File: config.mk
export PLATFORM = sky130hd
export DESIGN_NAME = modem_ctl_status
export DESIGN_NICKNAME = d
export VERILOG_FILES = /design/src/rtl/mcs_pkg.sv /design/src/rtl/mcs_sync.sv /design/src/rtl/mcs_ctl_reg.sv /design/src/rtl/mcs_delta.sv /design/src/rtl/modem_ctl_status.sv
export SDC_FILE = /design/constraint.sdc
export NUM_CORES = 1
export LEC_CHECK = 0
export ABC_AREA = 1
export CAP_MARGIN = 30
export CELL_PAD_IN_SITES_DETAIL_PLACEMENT = 1
export CELL_PAD_IN_SITES_GLOBAL_PLACEMENT = 1
export CORE_MARGIN = 2
export CORE_UTILIZATION = 24
export DETAILED_ROUTE_END_ITERATION = 8
export HOLD_SLACK_MARGIN = 0.08
export PLACE_DENSITY_LB_ADDON = 0.08
export RECOVER_POWER = 25
export SYNTH_ARGS = -nofsm -noshare
export SYNTH_HDL_FRONTEND = slang
export SYNTH_SLANG_ARGS = --single-unit
File: constraint.sdc
create_clock -name clk -period 0.8 [get_ports clk]
set_input_delay 0.16 -clock clk [delete_from_list [all_inputs] [get_ports clk]]
set_output_delay 0.16 -clock clk [all_outputs]
set_load 0.01 [all_outputs]
File: src/rtl/mcs_pkg.sv
package mcs_pkg;

  localparam int unsigned BYTE_W    = 8;
  localparam int unsigned NUM_LINES = 4;

  // control byte fields
  localparam int unsigned CTL_DTR  = 0;
  localparam int unsigned CTL_RTS  = 1;
  localparam int unsigned CTL_OUT1 = 2;
  localparam int unsigned CTL_OUT2 = 3;
  localparam int unsigned CTL_LOOP = 4;
  localparam int unsigned CTL_USED = CTL_LOOP + 1;

  // change flag positions inside the status byte
  localparam int unsigned CHG_CTS = 0;
  localparam int unsigned CHG_DSR = 1;
  localparam int unsigned CHG_RI  = 2;
  localparam int unsigned CHG_DCD = 3;

  // line state, ordered as status bits 7..4
  typedef struct packed {
    logic dcd;
    logic ri;
    logic dsr;
    logic cts;
  } line_t;

  localparam line_t LINES_RESET = '{dcd: 1'b1, ri: 1'b0, dsr: 1'b1, cts: 1'b0};

  function automatic line_t map_lines(input logic [CTL_USED-1:0] ctl,
                                      input logic cts_ext,
                                      input logic ri_ext);
    line_t l;
    if (ctl[CTL_LOOP]) begin
      l.cts = ctl[CTL_RTS];
      l.dsr = ctl[CTL_DTR];
      l.ri  = ctl[CTL_OUT1];
      l.dcd = ctl[CTL_OUT2];
    end else begin
      l.cts = cts_ext;
      l.dsr = 1'b1;
      l.ri  = ri_ext;
      l.dcd = 1'b1;
    end
    return l;
  endfunction

endpackage

File: src/rtl/mcs_sync.sv
module mcs_sync #(
  parameter int unsigned WIDTH  = 2,
  parameter int unsigned STAGES = 2
) (
  input  logic             clk,
  input  logic             rst_n,
  input  logic [WIDTH-1:0] d,
  output logic [WIDTH-1:0] q
);

  generate
    if (STAGES == 0) begin : g_bypass
      assign q = d;
    end else begin : g_chain
      logic [WIDTH-1:0] stg_q [STAGES];
      for (genvar s = 0; s < STAGES; s++) begin : g_stage
        always_ff @(posedge clk) begin
          if (!rst_n)
            stg_q[s] <= '0;
          else if (s == 0)
            stg_q[s] <= d;
          else
            stg_q[s] <= stg_q[(s == 0) ? 0 : s-1];
        end
      end
      assign q = stg_q[STAGES-1];
    end
  endgenerate

endmodule

File: src/rtl/mcs_ctl_reg.sv
module mcs_ctl_reg
  import mcs_pkg::*;
(
  input  logic              clk,
  input  logic              rst_n,
  input  logic              wr_en,
  input  logic [BYTE_W-1:0] wr_data,
  output logic [BYTE_W-1:0] ctl_q
);

  localparam logic [BYTE_W-1:0] KEEP_MASK = BYTE_W'((1 << CTL_USED) - 1);

  logic [CTL_USED-1:0] ctl_r;

  always_ff @(posedge clk) begin
    if (!rst_n)
      ctl_r <= '0;
    else if (wr_en)
      ctl_r <= wr_data[CTL_USED-1:0];
  end

  assign ctl_q = {{(BYTE_W-CTL_USED){1'b0}}, ctl_r};

  AST_CTL_WRITE_MASKED: assert property (@(posedge clk) disable iff (!rst_n)
    wr_en |=> ctl_q == ($past(wr_data) & KEEP_MASK));

  AST_CTL_HOLD: assert property (@(posedge clk) disable iff (!rst_n)
    !wr_en |=> $stable(ctl_q));

endmodule

File: src/rtl/mcs_delta.sv
module mcs_delta
  import mcs_pkg::*;
(
  input  logic                 clk,
  input  logic                 rst_n,
  input  line_t                lines_d,
  input  logic                 rd_en,
  output line_t                lines_q,
  output logic [NUM_LINES-1:0] delta_q
);

  logic [NUM_LINES-1:0] det;
  logic [NUM_LINES-1:0] delta_n;

  always_comb begin
    det          = '0;
    det[CHG_CTS] = lines_d.cts ^ lines_q.cts;
    det[CHG_DSR] = lines_d.dsr ^ lines_q.dsr;
    det[CHG_DCD] = lines_d.dcd ^ lines_q.dcd;
    det[CHG_RI]  = lines_q.ri & ~lines_d.ri;   // trailing edge only
    delta_n      = (rd_en ? '0 : delta_q) | det;
  end

  always_ff @(posedge clk) begin
    if (!rst_n) begin
      lines_q <= LINES_RESET;
      delta_q <= '0;
    end else begin
      lines_q <= lines_d;
      delta_q <= delta_n;
    end
  end

  AST_CTS_EDGE_FLAGGED: assert property (@(posedge clk) disable iff (!rst_n)
    !$stable(lines_q.cts) |-> delta_q[CHG_CTS]);

  AST_DCD_EDGE_FLAGGED: assert property (@(posedge clk) disable iff (!rst_n)
    !$stable(lines_q.dcd) |-> delta_q[CHG_DCD]);

  AST_RI_FALL_FLAGGED: assert property (@(posedge clk) disable iff (!rst_n)
    $fell(lines_q.ri) |-> delta_q[CHG_RI]);

  AST_RI_RISE_SILENT: assert property (@(posedge clk) disable iff (!rst_n)
    ($rose(lines_q.ri) && !$past(delta_q[CHG_RI])) |-> !delta_q[CHG_RI]);

  AST_FLAGS_STICKY: assert property (@(posedge clk) disable iff (!rst_n)
    !rd_en |=> (delta_q & $past(delta_q)) == $past(delta_q));

  AST_QUIET_READ_CLEARS: assert property (@(posedge clk) disable iff (!rst_n)
    (rd_en && lines_d == lines_q) |=> delta_q == '0);

endmodule

File: src/rtl/modem_ctl_status.sv
module modem_ctl_status
  import mcs_pkg::*;
#(
  parameter int unsigned SYNC_STAGES = 2
) (
  input  logic              clk,
  input  logic              rst_n,
  input  logic              ctl_wr_en,
  input  logic [BYTE_W-1:0] ctl_wr_data,
  output logic [BYTE_W-1:0] ctl_q,
  input  logic              sts_rd_en,
  output logic [BYTE_W-1:0] sts_q,
  output logic              sts_change,
  input  logic              modem_cts_i,
  input  logic              modem_ri_i
);

  localparam int unsigned EXT_W = 2;

  logic [EXT_W-1:0]     ext_sync;
  line_t                lines_d;
  line_t                lines_q;
  logic [NUM_LINES-1:0] delta_q;

  mcs_ctl_reg u_ctl (
    .clk     (clk),
    .rst_n   (rst_n),
    .wr_en   (ctl_wr_en),
    .wr_data (ctl_wr_data),
    .ctl_q   (ctl_q)
  );

  mcs_sync #(.WIDTH(EXT_W), .STAGES(SYNC_STAGES)) u_sync (
    .clk   (clk),
    .rst_n (rst_n),
    .d     ({modem_ri_i, modem_cts_i}),
    .q     (ext_sync)
  );

  assign lines_d = map_lines(ctl_q[CTL_USED-1:0], ext_sync[0], ext_sync[1]);

  mcs_delta u_delta (
    .clk     (clk),
    .rst_n   (rst_n),
    .lines_d (lines_d),
    .rd_en   (sts_rd_en),
    .lines_q (lines_q),
    .delta_q (delta_q)
  );

  assign sts_q      = {lines_q, delta_q};
  assign sts_change = |delta_q;

  AST_LOOP_MAPPING: assert property (@(posedge clk) disable iff (!rst_n)
    ctl_q[CTL_LOOP] |=> sts_q[7:4] == {$past(ctl_q[CTL_OUT2]), $past(ctl_q[CTL_OUT1]),
                                       $past(ctl_q[CTL_DTR]),  $past(ctl_q[CTL_RTS])});

  AST_NOLOOP_FORCED: assert property (@(posedge clk) disable iff (!rst_n)
    !ctl_q[CTL_LOOP] |=> (sts_q[7] && sts_q[5]));

  AST_CHANGE_FLAG: assert property (@(posedge clk) disable iff (!rst_n)
    sts_change == (sts_q[3:0] != 4'h0));

endmodule

---- After elaboration in Yosys (flattened, before gate mapping) ----
Memory sizes are Yosys's and may differ from the RTL's.
Cells that the tools add are included.
word-level totals
  register bits ........................... 13
  bits in writable memories ............... 4
  memories ................................ 1
memories
  memory                words  width  rd ports  clocked after memory_dff  write ports  line            source
  u_sync.g_chain.stg_q  2      2      2         0                         2            mcs_sync.sv:15  logic [WIDTH-1:0] stg_q [STAGES];
operators by class
  multiplexer cells ....................... 6
  bitwise operators ....................... 8
  reductions and logical operators ........ 1
operators by type and width
  cell                number
  4-bit two-way mux   2
  2-bit two-way mux   2
  4-bit OR            1
  4-bit OR reduction  1
  1-bit XOR           3
  1-bit two-way mux   2
  1-bit OR            2
  1-bit AND           1
  1-bit NOT           1

---- Logic depth before layout (Yosys ltp) ----
An unclocked memory read counts as a cell.
  depth in word-level cells ............... 5
  gate-level depth with buffers ........... 7
  gate-level depth less buffers ........... 6

---- Hierarchy ----
A second synthesis with hierarchy kept.
second synthesis, totals
  cell total of the unflattened synthesis .. 105
  area, all modules ....................... 701.9 µm²
by module, submodules not included
  module            instances  cells an instance  area each (µm²)  sequential area each (µm²)
  mcs_delta         1          44                 307.8            160.2
  mcs_ctl_reg       1          35                 231.5            100.1
  mcs_sync          1          12                 110.1            80.1
  modem_ctl_status  1          14                 52.6             0.0

---- Worst setup path before layout ----
OpenSTA, ideal clock, no wires.
  path kind ............................... register to register
  start ................................... register u_ctl.ctl_r[4]
  end ..................................... register u_delta.delta_q[0]
  library setup time ...................... 109 ps
  data arrival time ....................... 810 ps
  data required time ...................... 691 ps
  setup slack ............................. -119 ps
  cell stages (with the launch flop) ...... 7
  path buffers ............................ 1
  cell sequence ........................... dfxtp_1 -> buf_6 -> nand2_1 -> nand3_2 -> nand3_2 -> nand2_1 -> inv_1
on the way
  cells in the longest elaborated chain, start to end .. 3
ends and longest elaborated chain
  what                    line               source
  from (decl)             mcs_ctl_reg.sv:13  logic [CTL_USED-1:0] ctl_r;
  from (signal assigned)  mcs_ctl_reg.sv:19  ctl_r <= wr_data[CTL_USED-1:0];
  4-bit two-way mux       mcs_pkg.sv:34      if (ctl[CTL_LOOP]) begin
  1-bit XOR               mcs_delta.sv:17    det[CHG_CTS] = lines_d.cts ^ lines_q.cts;
  4-bit OR                mcs_delta.sv:21    delta_n = (rd_en ? '0 : delta_q) | det;
  to (signal assigned)    mcs_delta.sv:30    delta_q <= delta_n;
  to (decl)               mcs_delta.sv:9     output logic [NUM_LINES-1:0] delta_q
No other way between the ends.
A chain may end at the register's enable or synchronous reset.

---- Worst setup path after layout ----
  start ................................... register u_delta.delta_q[0]
  end ..................................... output sts_change
on the way
  cells in the longest elaborated chain, start to end .. 1
ends and longest elaborated chain
  what                line                    source
  4-bit OR reduction  modem_ctl_status.sv:52  assign sts_change = |delta_q;
  to (decl)           modem_ctl_status.sv:13  output logic sts_change,
No other way between the ends.

==> reports/qor.csv <==
metric,value,unit
outcome,"complete, but fails checks",
violations,setup timing,
stdcell_count,161,
max_freq,951,MHz
post-route-period-util,131,%
drt-total-wl,1780,um
cts_tree,built,
grt_overflow,0,
multiInputGateArea,300,um2
path_delay_family,flip-flops,
dpl_cell_area,1060,um2
die_area,3270,um2
drive_above_1_share,60.8,%
arrival,0.89,ns
rr_worst_depth,7,
synth.area.top_cells,"dfxtp_1 50%, nand2_1 7.7%, inv_1 7.2%",
regArea,359,um2
dp_cells,151,
vias_per_cell,4.23,
holdWs,0.338,ns
row_count,19,
ir_worst_vdd,789,uV
avgRoutedWirePerCell,11.1,um
worst-path-stages,3,
drv_cap,0,
areaGrowthSynthToFinish,84.9,%
insertion_delay,0.28,ns
clock_path_buffers,2,
finalPower,1.92,mW
period_needed,1.05,ns
path_class,register to primary output,
cts_hold_buf,0,
yosysTopAreaCell,dfxtp_1,
h-tree-depth,1,
gp_congestion,0.722,
die_y,57.2,um
finalHoldViolCount,0,
grt_pass1_vias,672,
nFillCells,329,
grt_use_total,11.5,%
drcViolationCount,0,
layout_setup_ws,-0.252,ns
cts_sinks,17,
ant_nets,0,
core_region_area,2730,um2
final_area,1260,um2
final.setup.tns,-2.41,ns
cp.required,0.64,ns
avgSynthCellArea,8.39,um2
cts_buffers,3,
clock-root-buffer,clkbuf_4,
postSynthCellCount,81,
utilization,45.9,%
vias,681,
dp_slack,-0.386,ns
slowest_stage,dfxtp_2,
skew,0.00105,ns
synth_warnings,0,
path_buf_inv,1,
syn_area,679,um2
final_max_slew_viol_count,0,
yosysSeqAreaShare,50.1,%
start_kind,register,
hold_path_depth,3,
crit_path_cell_trace,nor2_1 -> nand2_1 -> buf_2,
endpoint_kind,primary output,
ios,31,
ys_seq_elements,17,
grt_setup_unrepaired,true,
dp_hpwl,1280,um
slowest_delay,0.34,ns
hold_path.class,input port to register,
p_leak,0.589,nW
fin_nets,145,
dr.first_iter.drc_count,3,
synthDistinctLibCells,19,
finalSetupViolations,20,
start_util,24.9,%
grt_max_degree,11,
antenna_found_initial,0,
first_pass_iters,3,
clk_pin_slew,0.10,ns
power_density,1530,nW/um2
grt_pass1_wl,2960,um
port_buffers,24,
antenna-diode-count,0,
die_x,57.2,um
netlist.area_leader.share,50.1,%
crit_fanout,2,
## worst reg2reg max path, delay by kind of cell (launching register included)
kind	cells	cell delay [ns]
simple gates	4	0.22
buf+inv	3	0.24
flops	1	0.38
## placed cells by master (no fill, tap or decap)
| master | count |
|---|---|
| o21bai_1 | 2 |
| nand3_2 | 5 |
| buf_6 | 21 |
| a21oi_1 | 1 |
| clkbuf_4 | 3 |
| inv_4 | 2 |
| a31oi_1 | 2 |
| inv_1 | 10 |
| buf_4 | 13 |
| clkdlybuf4s50_1 | 9 |
| a21oi_2 | 6 |
| inv_8 | 1 |
| nand2_4 | 2 |
| nor2_1 | 2 |
| o21ai_0 | 1 |
| o21ai_1 | 3 |
| nand2_2 | 4 |
| o21ai_4 | 1 |
| dfxtp_4 | 1 |
| clkbuf_2 | 1 |
| nor2_2 | 1 |
| dlygate4sd2_1 | 1 |
| dfxtp_2 | 12 |
| buf_8 | 1 |
| conb_1 | 3 |
| buf_2 | 2 |
| clkbuf_1 | 1 |
| nand2_1 | 10 |
| o21ai_2 | 1 |
| inv_2 | 2 |
| dfxtp_1 | 4 |
| nand3_1 | 2 |
## sequential cells by signal (all words and copies together), names as in the netlist
| signal | cells |
|---|---|
| u_ctl.ctl_r | 5 |
| u_delta.delta_q | 4 |
| u_delta.lines_q | 4 |
| u_sync.g_chain.stg_q | 4 |
## path summary, 6_finish.rpt
kind	endpoint	startpoint	slack, ns
worst max-delay path	sts_change	u_delta.delta_q[0]	-0.25
worst min-delay path	u_delta.lines_q[1]	rst_n	0.34
worst max register to register	u_delta.delta_q[0]	u_ctl.ctl_r[4]	-0.13
worst min register to register	u_sync.g_chain.stg_q[1][1]	u_sync.g_chain.stg_q[0][1]	0.42
## layout make-up
| class | instances | share of cell area (%) |
|---|---|---|
| Sequential cell | 17 | 28.6 |
| Inverter | 15 | 5.48 |
| Clock buffer | 4 | 2.09 |
| Multi-Input combinational cell | 46 | 23.9 |
| Tap cell | 31 | 3.09 |
| Timing Repair Buffer | 48 | 36.9 |
## where the power goes
part / total (mW) / internal, mW / switching [mW]
clock: 0.467 / 0.193 / 0.274
sequential: 0.945 / 0.906 / 0.0393
combinational: 0.509 / 0.295 / 0.215
total: 1.92 / 1.39 / 0.528
## routing by layer
layer	GRT usage (%)	share of wire, %
met3	2.27	5.6
met5	0	0
met2	20.7	51
met4	3.99	1.1
met1	13.7	43
## synthesized netlist by cell type
cell,n
a31oi_1,2
nand3_2,3
nand3_1,4
buf_6,2
nor2_1,3
buf_4,3
conb_1,1
inv_4,1
nand2_4,1
clkinv_1,1
o21ai_0,5
a21oi_2,1
o21bai_1,2
a21oi_1,6
dfxtp_1,17
nand2_1,14
nand2_2,1
inv_1,13
o21ai_2,1
## cells by family (layout without fill, tap and decap cells)
kind of cell    count (synthesis)  in the layout  share of synthesized area [%]
simple gates                   26             26                           19.3
compound gates                 17             17                           14.7
other cells                     1              3                          0.552
buf+inv                        20             67                           15.3
flops                          17             17                           50.1
## repair_timing
action | in CTS | in global routing
buffers inserted | 3 | 3
pin swaps | 5 | 6
endpoints found under the setup margin | 25 | 26
gates cloned | 1 | 0
gates resized for setup | 106 | 13
Power figures use the tool's default switching activity.
